**config.mk**
```make
export PLATFORM = sky130hd
export DESIGN_NAME = sector_fixup
export DESIGN_NICKNAME = d
export VERILOG_FILES = /design/src/rtl/sector_fixup_pkg.sv /design/src/rtl/sector_fixup_dp.sv /design/src/rtl/sector_fixup_ctrl.sv /design/src/rtl/sector_fixup.sv
export SDC_FILE = /design/constraint.sdc
export NUM_CORES = 1
export LEC_CHECK = 0
export ABC_AREA = 1
export ABC_CLOCK_PERIOD_IN_PS = 2900
export BUFFER_PORTS_ARGS = -buffer_cell sky130_fd_sc_hd__buf_2
export CORE_AREA = 3 3 110 112
export DETAILED_ROUTE_END_ITERATION = 10
export DIE_AREA = 0 0 113 115
export PLACE_DENSITY = 0.75
export SLEW_MARGIN = 10
export SYNTH_ARGS = -nofsm -noshare
export SYNTH_HDL_FRONTEND = slang
export SYNTH_HIERARCHICAL = 1
export SYNTH_SLANG_ARGS = --single-unit
```
**constraint.sdc**
```tcl
create_clock -name clk -period 2.9 [get_ports clk]
set_input_delay 0.145 -clock clk [delete_from_list [all_inputs] [get_ports clk]]
set_output_delay 0.145 -clock clk [all_outputs]
set_load 0.005 [all_outputs]
```
**src/rtl/sector_fixup_pkg.sv**
```systemverilog
package sector_fixup_pkg;

  typedef enum logic [2:0] {
    ST_IDLE,
    ST_DECIDE,
    ST_CHECK,
    ST_READ,
    ST_WRITE,
    ST_FINISH
  } fixState_t;

  // strobes from control to datapath
  typedef struct packed {
    logic capture;   // latch locator results, clear run state
    logic setFail;   // mark sector uncorrectable
    logic advance;   // move to next entry
    logic bumpCnt;   // one more byte corrected
  } fixCtl_t;

  // status from datapath to control
  typedef struct packed {
    logic       erased;
    logic       syndZero;
    logic [1:0] stateCode;
    logic       moreLeft;
    logic       inRange;
  } fixStat_t;

endpackage

```
**src/rtl/sector_fixup_dp.sv**
```systemverilog
module sector_fixup_dp
  import sector_fixup_pkg::*;
#(
  parameter int SECTOR_BYTES = 512,
  parameter int PARITY_BYTES = 10,
  parameter int SYND_N       = 4,
  parameter int SYND_W       = 10,
  parameter int MAX_ERR      = 4,
  parameter int ENTRY_ADDR_W = 10,
  parameter int ENTRY_VAL_W  = 8,
  parameter int ADDR_BIAS    = 7,
  localparam int RAM_AW = $clog2(SECTOR_BYTES),
  localparam int CNT_W  = $clog2(MAX_ERR),
  localparam int IDX_W  = $clog2(MAX_ERR + 1),
  localparam int WORD_N = (MAX_ERR + 1) / 2
) (
  input  logic                       clk,
  input  logic                       rstN,
  input  fixCtl_t                    ctl,
  output fixStat_t                   stat,
  input  logic [PARITY_BYTES*8-1:0]  parityIn,
  input  logic [SYND_N*SYND_W-1:0]   syndIn,
  input  logic [1:0]                 corrState,
  input  logic [CNT_W-1:0]           errCntField,
  input  logic [WORD_N*32-1:0]       addrWords,
  input  logic [WORD_N*32-1:0]       valWords,
  input  logic                       ramWrite,
  output logic [RAM_AW-1:0]          ramAddr,
  input  logic [ENTRY_VAL_W-1:0]     ramRdata,
  output logic [ENTRY_VAL_W-1:0]     ramWdata,
  output logic [IDX_W-1:0]           fixCount,
  output logic                       failFlag
);

  localparam int SEL_W  = (MAX_ERR > 1) ? $clog2(MAX_ERR) : 1;
  localparam int TOP_I  = SECTOR_BYTES + ADDR_BIAS;
  localparam logic [ENTRY_ADDR_W:0] TOP_V = (ENTRY_ADDR_W + 1)'(TOP_I);
  localparam logic [ENTRY_ADDR_W:0] LOW_V = (ENTRY_ADDR_W + 1)'(ADDR_BIAS + 1);

  logic [MAX_ERR-1:0][ENTRY_ADDR_W-1:0] entAddr, entAddrQ;
  logic [MAX_ERR-1:0][ENTRY_VAL_W-1:0]  entVal, entValQ;
  logic [MAX_ERR-1:0][15-ENTRY_ADDR_W:0] padA;
  logic [MAX_ERR-1:0][15-ENTRY_VAL_W:0]  padV;

  // unpack entries: word i/2, half i%2
  for (genvar i = 0; i < MAX_ERR; i++) begin : gEntry
    localparam int WORD = i / 2;
    localparam int OFS  = 32 * WORD + 16 * (i % 2);
    assign entAddr[i] = addrWords[OFS +: ENTRY_ADDR_W];
    assign entVal[i]  = valWords[OFS +: ENTRY_VAL_W];
    assign padA[i]    = addrWords[OFS + ENTRY_ADDR_W +: 16 - ENTRY_ADDR_W];
    assign padV[i]    = valWords[OFS + ENTRY_VAL_W +: 16 - ENTRY_VAL_W];
  end

  logic unusedBits;
  assign unusedBits = ^{padA, padV};

  logic             erasedQ, syndZeroQ;
  logic [1:0]       stateQ;
  logic [CNT_W-1:0] cntQ;
  logic [IDX_W-1:0] idxQ, fixCntQ;
  logic             failQ;

  always_ff @(posedge clk) begin
    if (!rstN) begin
      erasedQ   <= 1'b0;
      syndZeroQ <= 1'b0;
      stateQ    <= '0;
      cntQ      <= '0;
      entAddrQ  <= '0;
      entValQ   <= '0;
      idxQ      <= '0;
      fixCntQ   <= '0;
      failQ     <= 1'b0;
    end else if (ctl.capture) begin
      erasedQ   <= &parityIn;
      syndZeroQ <= ~|syndIn;
      stateQ    <= corrState;
      cntQ      <= errCntField;
      entAddrQ  <= entAddr;
      entValQ   <= entVal;
      idxQ      <= '0;
      fixCntQ   <= '0;
      failQ     <= 1'b0;
    end else begin
      if (ctl.setFail) failQ   <= 1'b1;
      if (ctl.advance) idxQ    <= idxQ + IDX_W'(1);
      if (ctl.bumpCnt) fixCntQ <= fixCntQ + IDX_W'(1);
    end
  end

  logic [SEL_W-1:0]        sel;
  logic [ENTRY_ADDR_W:0]   selAddr;
  logic [ENTRY_VAL_W-1:0]  selVal;
  logic [IDX_W-1:0]        numErr;

  assign sel     = idxQ[SEL_W-1:0];
  assign selAddr = {1'b0, entAddrQ[sel]};
  assign selVal  = entValQ[sel];
  assign numErr  = IDX_W'(cntQ) + IDX_W'(1);

  assign stat.erased    = erasedQ;
  assign stat.syndZero  = syndZeroQ;
  assign stat.stateCode = stateQ;
  assign stat.moreLeft  = idxQ < numErr;
  assign stat.inRange   = (selAddr >= LOW_V) && (selAddr <= TOP_V);

  assign ramAddr  = RAM_AW'(TOP_V - selAddr);
  assign ramWdata = ramWrite ? (ramRdata ^ selVal) : '0;
  assign fixCount = fixCntQ;
  assign failFlag = failQ;

endmodule

```
**src/rtl/sector_fixup_ctrl.sv**
```systemverilog
module sector_fixup_ctrl
  import sector_fixup_pkg::*;
(
  input  logic     clk,
  input  logic     rstN,
  input  logic     locDone,
  input  fixStat_t stat,
  output fixCtl_t  ctl,
  output logic     ramRead,
  output logic     ramWrite,
  output logic     done
);

  fixState_t state, nextState;

  always_ff @(posedge clk) begin
    if (!rstN) state <= ST_IDLE;
    else       state <= nextState;
  end

  always_comb begin
    nextState = state;
    ctl       = '0;
    unique case (state)
      ST_IDLE: begin
        if (locDone) begin
          ctl.capture = 1'b1;
          nextState   = ST_DECIDE;
        end
      end
      ST_DECIDE: begin
        if (stat.erased || stat.syndZero || stat.stateCode == 2'd0) begin
          nextState = ST_FINISH;
        end else if (stat.stateCode == 2'd1) begin
          ctl.setFail = 1'b1;
          nextState   = ST_FINISH;
        end else begin
          nextState = ST_CHECK;
        end
      end
      ST_CHECK: begin
        if (!stat.moreLeft)     nextState = ST_FINISH;
        else if (stat.inRange)  nextState = ST_READ;
        else                    ctl.advance = 1'b1;
      end
      ST_READ:  nextState = ST_WRITE;
      ST_WRITE: begin
        ctl.advance = 1'b1;
        ctl.bumpCnt = 1'b1;
        nextState   = ST_CHECK;
      end
      ST_FINISH: nextState = ST_IDLE;
      default:   nextState = ST_IDLE;
    endcase
  end

  assign ramRead  = (state == ST_READ);
  assign ramWrite = (state == ST_WRITE);
  assign done     = (state == ST_FINISH);

endmodule

```
**src/rtl/sector_fixup.sv**
```systemverilog
module sector_fixup
  import sector_fixup_pkg::*;
#(
  parameter int SECTOR_BYTES = 512,
  parameter int PARITY_BYTES = 10,
  parameter int SYND_N       = 4,
  parameter int SYND_W       = 10,
  parameter int MAX_ERR      = 4,
  parameter int ENTRY_ADDR_W = 10,
  parameter int ENTRY_VAL_W  = 8,
  parameter int ADDR_BIAS    = 7,
  localparam int RAM_AW = $clog2(SECTOR_BYTES),
  localparam int CNT_W  = $clog2(MAX_ERR),
  localparam int IDX_W  = $clog2(MAX_ERR + 1),
  localparam int WORD_N = (MAX_ERR + 1) / 2
) (
  input  logic                      clk,
  input  logic                      rstN,
  input  logic                      locDone,
  input  logic [PARITY_BYTES*8-1:0] parityIn,
  input  logic [SYND_N*SYND_W-1:0]  syndIn,
  input  logic [1:0]                corrState,
  input  logic [CNT_W-1:0]          errCntField,
  input  logic [WORD_N*32-1:0]      addrWords,
  input  logic [WORD_N*32-1:0]      valWords,
  output logic [RAM_AW-1:0]         ramAddr,
  output logic                      ramRe,
  input  logic [ENTRY_VAL_W-1:0]    ramRdata,
  output logic                      ramWe,
  output logic [ENTRY_VAL_W-1:0]    ramWdata,
  output logic                      done,
  output logic [IDX_W-1:0]          fixCount,
  output logic                      failFlag
);

  fixCtl_t  ctl;
  fixStat_t stat;

  sector_fixup_ctrl u_ctrl (
    .clk      (clk),
    .rstN     (rstN),
    .locDone  (locDone),
    .stat     (stat),
    .ctl      (ctl),
    .ramRead  (ramRe),
    .ramWrite (ramWe),
    .done     (done)
  );

  sector_fixup_dp #(
    .SECTOR_BYTES (SECTOR_BYTES),
    .PARITY_BYTES (PARITY_BYTES),
    .SYND_N       (SYND_N),
    .SYND_W       (SYND_W),
    .MAX_ERR      (MAX_ERR),
    .ENTRY_ADDR_W (ENTRY_ADDR_W),
    .ENTRY_VAL_W  (ENTRY_VAL_W),
    .ADDR_BIAS    (ADDR_BIAS)
  ) u_dp (
    .clk         (clk),
    .rstN        (rstN),
    .ctl         (ctl),
    .stat        (stat),
    .parityIn    (parityIn),
    .syndIn      (syndIn),
    .corrState   (corrState),
    .errCntField (errCntField),
    .addrWords   (addrWords),
    .valWords    (valWords),
    .ramWrite    (ramWe),
    .ramAddr     (ramAddr),
    .ramRdata    (ramRdata),
    .ramWdata    (ramWdata),
    .fixCount    (fixCount),
    .failFlag    (failFlag)
  );

endmodule

```
==> results.cfg <==
[timing]
slew_violations = 0
setup_viol = 0
hold_violations = 0
period_share_pct = 84.6
rsz0062_at_grt = no
finalSetupTns_ns = 0
worst_slew_pin_slew_ns = 0.633
slew_headroom_pct = 57.8
fmax_ghz = 0.408
fin_skew_ns = 0.00476
period_minus_slack_ns = 2.45
fin_ws_ns = 0.448

[drt]
drcViolationCount = 0
wl_met1_mm = 6.15
route.antenna.remaining_nets = 0
vias = 4939
routed_wl_mm = 13.7
highest_layer = met4
wire_per_inst_um = 13.3
drt-initial-drc-count = 246
wl_met2_mm = 6.21
wl_met3_mm = 1.20
firstDrtPassIters = 5
routed_via_density = 4.80

[min_path]
holdPathStages = 3
hold_end = u_dp/entAddrQ[27]
min_path_type = input port to flip-flop
worstHoldStart = addrWords[39]

[global_routing]
grt_max_degree = 61
grt_usage_pct = 20.9
grt_pass1_vias = 4614
grt_overflow_total = 0
grt_pass1_wl_mm = 22.1
antenna_found_initial = 0

[clock_network]
ctsResizeCount = 0
cts_root_buf = clkbuf_16
cts_max_level = 3
cts_setup_buffers = 0
cts_tree = yes
clock_path_buffers = 2
clk_pin_slew_ns = 0.06
clk_latency_ns = 0.33
numCtsBuffers = 9
cts.sinks = 88
ctsHoldBuffers = 0

[die]
rows = 39
initial_core_util_pct = 39.5
die_h_um = 115
core_mm2 = 0.0113
die_x_um = 113
die_area_mm2 = 0.0130
pin_count = 287

[setup_path]
crit_fanout = 20
required_ns = 3.11
ff2ff_setup_slack_ns = 0.45
r2r_start = u_dp/idxQ[1]
ff2ff_path_depth = 17
worstSetupPathType = flip-flop to flip-flop
critical_path.startpoint_type = flip-flop
arrival_ns = 2.67
end_kind = flip-flop
regToRegEndpoint = u_dp/idxQ[0]

[synthesis]
yosys_register_bits = 88
yosysWarnings = 6
synth_adder_area_share_pct = 1.96
synth_nets = 939
synth_compound_area_share_pct = 15.1
muxShareOfSynthArea_pct = 0
async_reset_ff_share_pct = 0
synthCells = 669
synth_edf_count = 0
synth_top_family_by_area = simple AND/OR/NAND/NOR gates
yosysUniqueCellTypes = 31
ys.flop_type = dfxtp_1
synthSimpleGateAreaFrac_pct = 35.2
synth-xor-area-share_pct = 0.979
synth_seq_area_share_pct = 39.4
synth_area_mm2 = 0.00447
syn_avg_cell_area_um2 = 6.69

[placement]
pre_cts_ws_ns = 0.490
dp_hpwl_mm = 10.1
io_buffers = 230
gp_congestion = 0.857
placed_cell_area_mm2 = 0.00565

[finish]
area_growth_pct = 32.0
n_antenna_cell = 0
final_area_mm2 = 0.00591
final_nets = 1152
drive_gt1_share_pct = 31.5

[power_and_ir_drop]
p_leak_nw = 2.93
p_per_area_mw_per_mm2 = 839
ir_drop_v = 0.000466

[job]
drv_cap = 0

[status]
status = complete, no violations
-- cells in the mapped netlist, types with 4 or more instances --
cell type	n	area (µm²)
a21oi_1	17	85.1
buf_2	11	55.1
buf_4	5	37.5
buf_6	6	67.6
clkbuf_1	14	52.6
dfxtp_1	88	1760
ha_1	7	87.6
inv_1	21	78.8
nand2_1	87	327
nand2_2	13	81.3
nand3_1	25	125
nand4_1	16	100
nor2_1	216	811
nor2_2	4	25.0
nor3_1	4	20.0
nor4_1	4	25.0
o21ai_0	95	475
o21ai_1	10	50.1
o22ai_1	7	43.8
-- per-layer routing --
metal | global-route usage, % | vias up
li1 | - | 2598
met1 | 27.3 | 2151
met2 | 34.6 | 181
met3 | 6.00 | 9
met4 | 4.65 | 0
met5 | 0 | -
-- logic make-up after synthesis --
family	after synthesis
fa+ha+maj	7
flops	88
buf+inv	63
simple gates	375
xor+xnor	5
compound gates	131
-- where the power goes --
part | internal, W | total, W | switching [W]
Combinational | 0.000817 | 0.00215 | 0.00133
Sequential | 0.00158 | 0.00177 | 0.000194
Clock | 0.000594 | 0.00103 | 0.000440
-- cells in the final DEF (no fill, tap or decap), types with 7 or more instances in the layout --
master	synthesis	layout
clkbuf_16	0	9
buf_2	11	230
o22ai_1	7	7
ha_1	7	7
inv_1	21	21
buf_4	5	10
o21ai_1	10	10
dfxtp_1	88	88
nand2_2	13	13
nor2_1	216	215
nand2_1	87	87
nand3_1	25	25
o21ai_0	95	95
a21oi_1	17	17
nand4_1	16	16
-- per-stage QoR --
step | instances | util (%) | power [W] | hold slack [ns]
detailed placement | 1014 | 49.9 | 0.00394 | 0.372
global route | 1028 | 52.2 | 0.00541 | 0.0245
floorplan | 669 | - | 0.00328 | 0.280
finish | 1028 | 52.2 | 0.00495 | 0.0286
CTS | 1028 | 52.2 | 0.00500 | 0.0187
global placement | 1014 | 49.9 | 0.00390 | 0.365
-- sequential cells by signal, indices dropped and copies added (netlist names) --
name / flops
u_dp/stateQ: 2
u_dp/entAddrQ: 40
u_dp/failFlag: 1
u_dp/idxQ: 3
u_dp/erasedQ: 1
u_dp/fixCount: 3
u_ctrl/state: 3
u_dp/cntQ: 2
u_dp/syndZeroQ: 1
u_dp/entValQ: 32
-- cell type report --
| class | instances | area, µm² |
|---|---|---|
| Multi-Input combinational cell | 518 | 2390 |
| Clock inverter | 1 | 5.00 |
| Timing Repair Buffer | 240 | 1230 |
| Tap cell | 143 | 179 |
| Fill cell | 1175 | 5410 |
| Inverter | 25 | 96.3 |
| Clock buffer | 13 | 250 |
| Sequential cell | 88 | 1760 |
-- critical path: stages, from the launching register on --
cell and delay, ns:
dfxtp_1 0.37, buf_4 0.30, nand3_2 0.11, nand2_2 0.12, inv_1 0.08, ha_1 0.19
inv_1 0.05, a21oi_1 0.03, nand2_1 0.07, nor2_1 0.03, nor2_1 0.08, nor2_1 0.05
inv_1 0.08, nand2_1 0.06, o21ai_0 0.30, inv_1 0.14, o21ai_0 0.19, a21oi_1 0.07
-- worst max-delay path by stage --
stage | cells past startpoint | slack [ns] | startpoint | endpoint
finish | 17 | 0.45 | u_dp/idxQ[1] | u_dp/idxQ[0]
global placement | 17 | 0.51 | u_dp/idxQ[1] | u_dp/idxQ[0]
CTS | 17 | 0.45 | u_dp/idxQ[1] | u_dp/idxQ[0]
global route | 18 | 0.21 | u_dp/idxQ[0] | u_dp/idxQ[0]
floorplan | 19 | 0.81 | u_dp/idxQ[0] | u_dp/idxQ[0]
detailed placement | 17 | 0.49 | u_dp/idxQ[1] | u_dp/idxQ[0]
(Power assumes the default switching activity.)
